`src/rtl/mxu_pkg.sv`:
```
package mxu_pkg;
  typedef enum logic [1:0] {
    ST_IDLE  = 2'd0,
    ST_SETUP = 2'd1,
    ST_WAIT  = 2'd2,
    ST_DONE  = 2'd3
  } mxu_state_t;
endpackage

```
`src/rtl/mxu_regs.sv`:
```
module mxu_regs #(
  parameter int AW = 8,
  parameter int DW = 8
) (
  input  logic          clk,
  input  logic          rst,
  input  logic          load,
  input  logic          load_wr,
  input  logic          capture,
  input  logic [AW-1:0] addr_in,
  input  logic [DW-1:0] wdata_in,
  input  logic [DW-1:0] rdata_in,
  output logic [AW-1:0] mar,
  output logic [DW-1:0] mdr
);
  always_ff @(posedge clk) begin
    if (rst) begin
      mar <= '0;
      mdr <= '0;
    end else begin
      if (load) begin
        mar <= addr_in;
        if (load_wr) mdr <= wdata_in;
      end
      if (capture) mdr <= rdata_in;
    end
  end
endmodule

```
`src/rtl/mxu_cnt.sv`:
```
module mxu_cnt #(
  parameter int W = 4
) (
  input  logic         clk,
  input  logic         rst,
  input  logic         clr,
  output logic [W-1:0] cnt
);
  always_ff @(posedge clk) begin
    if (rst || clr) cnt <= '0;
    else            cnt <= cnt + 1'b1;
  end
endmodule

```
`src/rtl/mxu_seq.sv`:
```
module mxu_seq
  import mxu_pkg::*;
(
  input  logic       clk,
  input  logic       rst,
  input  logic       start,
  input  logic       write,
  input  logic       finish,
  input  logic       abort,
  output mxu_state_t state,
  output logic       load,
  output logic       capture,
  output logic       cnt_clr,
  output logic       rd_o,
  output logic       wr_o,
  output logic       done_o,
  output logic       err_o
);
  logic is_wr;

  always_comb begin
    load    = (state == ST_IDLE) && start;
    capture = (state == ST_WAIT) && finish && !is_wr;
    cnt_clr = (state != ST_WAIT);
  end

  always_ff @(posedge clk) begin
    if (rst) begin
      state  <= ST_IDLE;
      is_wr  <= 1'b0;
      rd_o   <= 1'b0;
      wr_o   <= 1'b0;
      done_o <= 1'b0;
      err_o  <= 1'b0;
    end else begin
      done_o <= 1'b0;
      err_o  <= 1'b0;
      case (state)
        ST_IDLE: if (start) begin
          is_wr <= write;
          state <= ST_SETUP;
        end
        ST_SETUP: begin
          rd_o  <= !is_wr;
          wr_o  <= is_wr;
          state <= ST_WAIT;
        end
        ST_WAIT: begin
          if (finish) begin
            rd_o   <= 1'b0;
            wr_o   <= 1'b0;
            done_o <= 1'b1;
            state  <= ST_DONE;
          end else if (abort) begin
            rd_o  <= 1'b0;
            wr_o  <= 1'b0;
            err_o <= 1'b1;
            state <= ST_IDLE;
          end
        end
        default: state <= ST_IDLE;
      endcase
    end
  end
endmodule

```
`src/rtl/mem_xfer_unit.sv`:
```
module mem_xfer_unit
  import mxu_pkg::*;
#(
  parameter int ADDR_W     = 8,
  parameter int DATA_W     = 8,
  parameter bit USE_ACK    = 1'b1,
  parameter int FIXED_WAIT = 3,
  parameter bit WDOG_EN    = 1'b1,
  parameter int WDOG_MAX   = 8
) (
  input  logic              clk,
  input  logic              rst,
  input  logic              req_start,
  input  logic              req_write,
  input  logic [ADDR_W-1:0] req_addr,
  input  logic [DATA_W-1:0] req_wdata,
  output logic              req_done,
  output logic              req_err,
  output logic [DATA_W-1:0] req_rdata,
  output logic [ADDR_W-1:0] mem_addr,
  output logic [DATA_W-1:0] mem_wdata,
  output logic              mem_rd,
  output logic              mem_wr,
  input  logic [DATA_W-1:0] mem_rdata,
  input  logic              mem_ack
);
  localparam int CMAX  = (FIXED_WAIT > WDOG_MAX) ? FIXED_WAIT : WDOG_MAX;
  localparam int CNT_W = $clog2(CMAX + 1);

  mxu_state_t       state;
  logic             load, capture, cnt_clr, finish, abort;
  logic [CNT_W-1:0] cnt;
  logic [ADDR_W-1:0] mar;
  logic [DATA_W-1:0] mdr;

  generate
    if (USE_ACK) begin : g_ack
      assign finish = mem_ack;
      if (WDOG_EN) begin : g_wdog
        assign abort = (cnt == CNT_W'(WDOG_MAX - 1));
      end else begin : g_nowdog
        assign abort = 1'b0;
      end
    end else begin : g_fixed
      assign finish = (cnt == CNT_W'(FIXED_WAIT - 1));
      assign abort  = 1'b0;
    end
  endgenerate

  mxu_seq u_seq (
    .clk(clk), .rst(rst), .start(req_start), .write(req_write),
    .finish(finish), .abort(abort), .state(state), .load(load),
    .capture(capture), .cnt_clr(cnt_clr), .rd_o(mem_rd), .wr_o(mem_wr),
    .done_o(req_done), .err_o(req_err)
  );

  mxu_cnt #(.W(CNT_W)) u_cnt (
    .clk(clk), .rst(rst), .clr(cnt_clr), .cnt(cnt)
  );

  mxu_regs #(.AW(ADDR_W), .DW(DATA_W)) u_regs (
    .clk(clk), .rst(rst), .load(load), .load_wr(req_write),
    .capture(capture), .addr_in(req_addr), .wdata_in(req_wdata),
    .rdata_in(mem_rdata), .mar(mar), .mdr(mdr)
  );

  assign mem_addr  = mar;
  assign mem_wdata = mdr;
  assign req_rdata = mdr;
endmodule

```
`config.mk`:
```
export PLATFORM = sky130hd
export DESIGN_NAME = mem_xfer_unit
export DESIGN_NICKNAME = d
export VERILOG_FILES = /design/src/rtl/mxu_pkg.sv /design/src/rtl/mxu_regs.sv /design/src/rtl/mxu_cnt.sv /design/src/rtl/mxu_seq.sv /design/src/rtl/mem_xfer_unit.sv
export SDC_FILE = /design/constraint.sdc
export NUM_CORES = 1
export LEC_CHECK = 0
export BUFFER_PORTS_ARGS = -buffer_cell sky130_fd_sc_hd__buf_2
export CAP_MARGIN = 20
export CORE_UTILIZATION = 46
export CTS_CLUSTER_DIAMETER = 80
export DETAILED_ROUTE_END_ITERATION = 12
export PLACE_DENSITY = 0.78
export SYNTH_ARGS = -nofsm -noshare
export SYNTH_HDL_FRONTEND = slang
export SYNTH_HIERARCHICAL = 1
export SYNTH_SLANG_ARGS = --single-unit
```
`constraint.sdc`:
```
create_clock -name clk -period 1.9 [get_ports clk]
set_input_delay 0.19 -clock clk [delete_from_list [all_inputs] [get_ports clk]]
set_output_delay 0.19 -clock clk [all_outputs]
set_load 0.01 [all_outputs]
```
==> metrics.txt <==
# TYPE chip_impl_metric gauge
chip_impl_info{name="status",value="completed"} 1
chip_impl_metric{name="proportion_of_netlist_area_held_by_the_largest_area_contributor",unit="%"} 41.62
chip_impl_metric{name="worst_pin_slew",unit="ns"} 0.5594
chip_impl_metric{name="timing.clock.skew",unit="ns"} 0.006409
chip_impl_metric{name="number_of_cells_traversed_by_the_worst_register_to_register_path",unit=""} 5
chip_impl_metric{name="buffer_ports.inserted",unit=""} 56
chip_impl_metric{name="worst-path-stages",unit=""} 5
chip_impl_metric{name="synthToLayoutAreaGrowth",unit="%"} 21.19
chip_impl_metric{name="yosys_register_bits",unit=""} 27
chip_impl_metric{name="pwr-share-seq",unit="%"} 55.3
chip_impl_metric{name="viasPerCell",unit=""} 5.142
chip_impl_metric{name="start_util",unit="%"} 50.58
chip_impl_metric{name="wl_per_cell",unit="microns"} 12.42
chip_impl_metric{name="number_of_antenna_violations_at_the_first_check_in_global_routing",unit=""} 0
chip_impl_metric{name="register_area",unit="sq um"} 540.5
chip_impl_metric{name="synth.avg_cell_area",unit="sq um"} 10.91
chip_impl_metric{name="critical-path-max-stage-delay",unit="ns"} 0.47
chip_impl_metric{name="max_clock_freq",unit="MHz"} 625.5
chip_impl_metric{name="power.static_leakage",unit="nW"} 0.7598
chip_impl_metric{name="ios",unit=""} 57
chip_impl_metric{name="preCtsSetupSlack",unit="ns"} 0.3204
chip_impl_metric{name="power_per_cell_area",unit="nW/um^2"} 725.8
chip_impl_metric{name="hold_buffers",unit=""} 0
chip_impl_metric{name="post_cts.resized_instances",unit=""} 0
chip_impl_metric{name="ys_async_sr_fraction",unit="%"} 0
chip_impl_metric{name="core-area",unit="sq um"} 2567
chip_impl_metric{name="rows",unit=""} 18
chip_impl_metric{name="wirelength",unit="microns"} 2446
chip_impl_metric{name="stdcell_count",unit=""} 197
chip_impl_metric{name="grt_first_pass_wirelength",unit="microns"} 3719
chip_impl_metric{name="postRouteAntennaNets",unit=""} 0
chip_impl_metric{name="cts_buffers",unit=""} 3
chip_impl_metric{name="yosys_warnings",unit=""} 6
chip_impl_info{name="cts_tree",value="built"} 1
chip_impl_metric{name="fill_cells",unit=""} 232
chip_impl_metric{name="drc_violation_count_after_routing",unit=""} 0
chip_impl_metric{name="cp_data_arrival_time",unit="ns"} 1.83
chip_impl_metric{name="antenna_cells_inserted",unit=""} 0
chip_impl_metric{name="yosysSeqAreaShare",unit="%"} 41.62
chip_impl_info{name="timing.rr.start",value="u_seq/state[1]"} 1
chip_impl_metric{name="reg2reg_setup_slack",unit="ns"} 0.30
chip_impl_info{name="largest_cells_by_area_after_synthesis",value="dfxtp_1 42%, a2111oi_2 9.2%, mux2i_1 7.7%"} 1
chip_impl_info{name="most_common_library_cell_in_the_layout_ignoring_fill_and_taps",value="buf_2"} 1
chip_impl_metric{name="number_of_vias_in_the_routed_layout",unit=""} 1013
chip_impl_metric{name="setup_total_negative_slack",unit="ns"} 0
chip_impl_info{name="rsz0062_at_grt",value="false"} 1
chip_impl_metric{name="grt_max_degree",unit=""} 28
chip_impl_metric{name="fin_nets",unit=""} 198
chip_impl_info{name="worst_hold_startpoint",value="req_addr[0]"} 1
chip_impl_info{name="crit_path_cell_trace",value="and2b_4 > and3_1 > buf_12 > and4bb_1 > a2111oi_2"} 1
chip_impl_metric{name="cts-htree-levels",unit=""} 1
chip_impl_info{name="critPathKind",value="reg -> reg"} 1
chip_impl_metric{name="post-route-period-util",unit="%"} 84.14
chip_impl_info{name="clock-root-buffer",value="clkbuf_4"} 1
chip_impl_metric{name="multi_input_gate_area_in_the_final_layout",unit="sq um"} 616.8
chip_impl_info{name="netlist.top_cell.by_area",value="dfxtp_1"} 1
chip_impl_metric{name="worst_path_buf_inv",unit=""} 1
chip_impl_metric{name="p_int",unit="uW"} 814.2
chip_impl_metric{name="maxCapViolations",unit=""} 0
chip_impl_metric{name="synth_cell_type_count",unit=""} 28
chip_impl_metric{name="max_slew_margin",unit="%"} 62.70
chip_impl_metric{name="setup_ws",unit="ns"} 0.3012
chip_impl_metric{name="crit_path_max_fanout",unit=""} 24
chip_impl_info{name="critPathSlowestCell",value="dfxtp_1"} 1
chip_impl_metric{name="total_switching_power",unit="uW"} 328.2
chip_impl_metric{name="synth-edff-count",unit=""} 0
chip_impl_metric{name="gp_routability_congestion",unit=""} 0.7091
chip_impl_metric{name="cts_num_sinks",unit=""} 27
chip_impl_info{name="setup.worst_path.start_class",value="register"} 1
chip_impl_metric{name="drt_pass1_iterations",unit=""} 3
chip_impl_metric{name="dieArea",unit="sq um"} 3040
chip_impl_info{name="cp-end-kind",value="register"} 1
chip_impl_metric{name="power.share.clock",unit="%"} 21.7
chip_impl_metric{name="first_global_vias",unit=""} 850
chip_impl_metric{name="total_grt_usage",unit="%"} 17.05
chip_impl_metric{name="cts.repair_timing.setup_buffer_count",unit=""} 0
chip_impl_info{name="primary_ff_master_synth",value="dfxtp_1"} 1
chip_impl_info{name="final_cell_mix",value="56 x buf_2, 27 x dfxtp_1, 10 x mux2i_1, 10 x nor2_1, 10 x inv_1"} 1
chip_impl_metric{name="post_route_cells_drive_above_1_share",unit="%"} 48.50
chip_impl_metric{name="worstSkewPairLatency",unit="ns"} 0.32
chip_impl_metric{name="clock_pin_slew_on_the_worst_setup_and_hold_paths",unit="ns"} 0.15
chip_impl_metric{name="synth.cell_area",unit="sq um"} 1299
chip_impl_metric{name="switching_share",unit="%"} 28.73
chip_impl_metric{name="die_w",unit="microns"} 55.14
chip_impl_metric{name="initialDrtViolationCount",unit=""} 6
chip_impl_info{name="regToRegEndpoint",value="u_regs/mdr[6]"} 1
chip_impl_metric{name="postSynthCellCount",unit=""} 119
chip_impl_metric{name="setup_violations",unit=""} 0
chip_impl_metric{name="chipHeight",unit="microns"} 55.14
chip_impl_metric{name="grt-ovfl-total",unit=""} 0
chip_impl_metric{name="slew_violations",unit=""} 0
chip_impl_info{name="worstHoldPathType",value="in -> reg"} 1
chip_impl_metric{name="period_minus_slack",unit="ns"} 1.599
chip_impl_info{name="worstSetupEndpoint",value="u_regs/mdr[6]"} 1
chip_impl_info{name="worst_path_dominant_cell_family",value="simple AND/OR/NAND/NOR gates"} 1
chip_impl_metric{name="place.detailed.hpwl",unit="microns"} 1815
chip_impl_metric{name="synth.net_count",unit=""} 149
chip_impl_metric{name="ctsLongestPathBuffers",unit=""} 2
chip_impl_info{name="timing.critical_path.from",value="u_seq/state[1]"} 1
chip_impl_metric{name="p_comb_share",unit="%"} 23.0
chip_impl_metric{name="hold_viol",unit=""} 0
chip_impl_metric{name="numPlacedInstances",unit=""} 193
chip_impl_metric{name="worstPathRequired",unit="ns"} 2.13
chip_impl_metric{name="worst_ir_drop_vdd",unit="uV"} 504.9
==> kinds of logic after synthesis <==
family                     after synthesis  synth area share [%]
and+or+nand+nor                         34                 18.40
DFF                                     27                 41.62
adders and majority gates                1                0.9632
buffers and inverters                   25                 11.37
AOI/OAI and AO/OA                       20                 18.11
xor gates and xnor gates                 1                0.6745
muxes                                   11                 8.863
==> worst min-delay path by stage <==
stage | slack (ns) | endpoint | cells after the start
after CTS | 0.08 | u_regs/mar[0] | 3
after floorplan | 0.26 | u_cnt/cnt[0] | 1
after global routing | 0.09 | u_regs/mar[4] | 3
final | 0.1 | u_regs/mar[0] | 3
after detailed placement | 0.44 | u_regs/mar[0] | 3
after global placement | 0.43 | u_regs/mar[1] | 3
==> per-stage QoR <==
step | util (%) | cell area (sq um) | hold WS, ns | total power [mW]
after global placement | 60.14 | 1544 | 0.4265 | 0.9006
after detailed placement | 60.14 | 1544 | 0.4361 | 0.9097
after global routing | 61.31 | 1574 | 0.08925 | 1.216
final | 61.31 | 1574 | 0.09777 | 1.142
after CTS | 61.31 | 1574 | 0.08289 | 1.162
after floorplan | - | 1299 | 0.2611 | 0.8298
==> cell type report <==
cell class | instances | area share, %
repair buffers | 58 | 19.55
flip-flops and latches | 27 | 34.34
multi-input cells | 67 | 39.19
clock inverters | 1 | 0.4769
inverters | 11 | 2.623
well taps | 30 | 2.385
clock buffers | 3 | 1.431
==> tightest hold or removal path: stages <==
cell	delay [ns]
buf_2	0.07
mux2i_1	0.06
nor2_1	0.07
==> cells in the mapped netlist, types with 2 or more instances <==
master      n
a2111oi_2   8
mux2i_1    10
and4bb_1    4
nor4bb_1    4
nor3b_1     2
inv_1      10
a211oi_2    4
a32o_2      2
a211oi_1    5
dfxtp_1    27
nor3_1      5
nor2_1     10
and3_1      2
buf_4      12
==> per-layer routing <==
metal / part of all wire, % / global-route usage [%] / vias up
met5: 0 / 0 / -
met4: 0.41 / 6.250 / 0
met3: 5.5 / 2.459 / 2
met2: 46 / 28.11 / 30
met1: 48 / 22.43 / 455
li1: - / - / 526
==> flip-flops by register name, summed over array words and instances, names as in the netlist <==
name          cells
u_seq/rd_o        1
u_seq/is_wr       1
u_seq/err_o       1
u_seq/done_o      1
u_cnt/cnt         4
u_regs/mar        8
u_regs/mdr        8
u_seq/state       2
u_seq/wr_o        1
==> power by group through the flow <==
stage	Combinational (mW)	Sequential [mW]	Clock, mW
CTS	0.266	0.632	0.264
detailed placement	0.265	0.645	0
finish	0.263	0.631	0.248
global placement	0.259	0.642	0
global route	0.291	0.639	0.286
floorplan	0.173	0.657	0
Power figures use the tool's default switching activity.
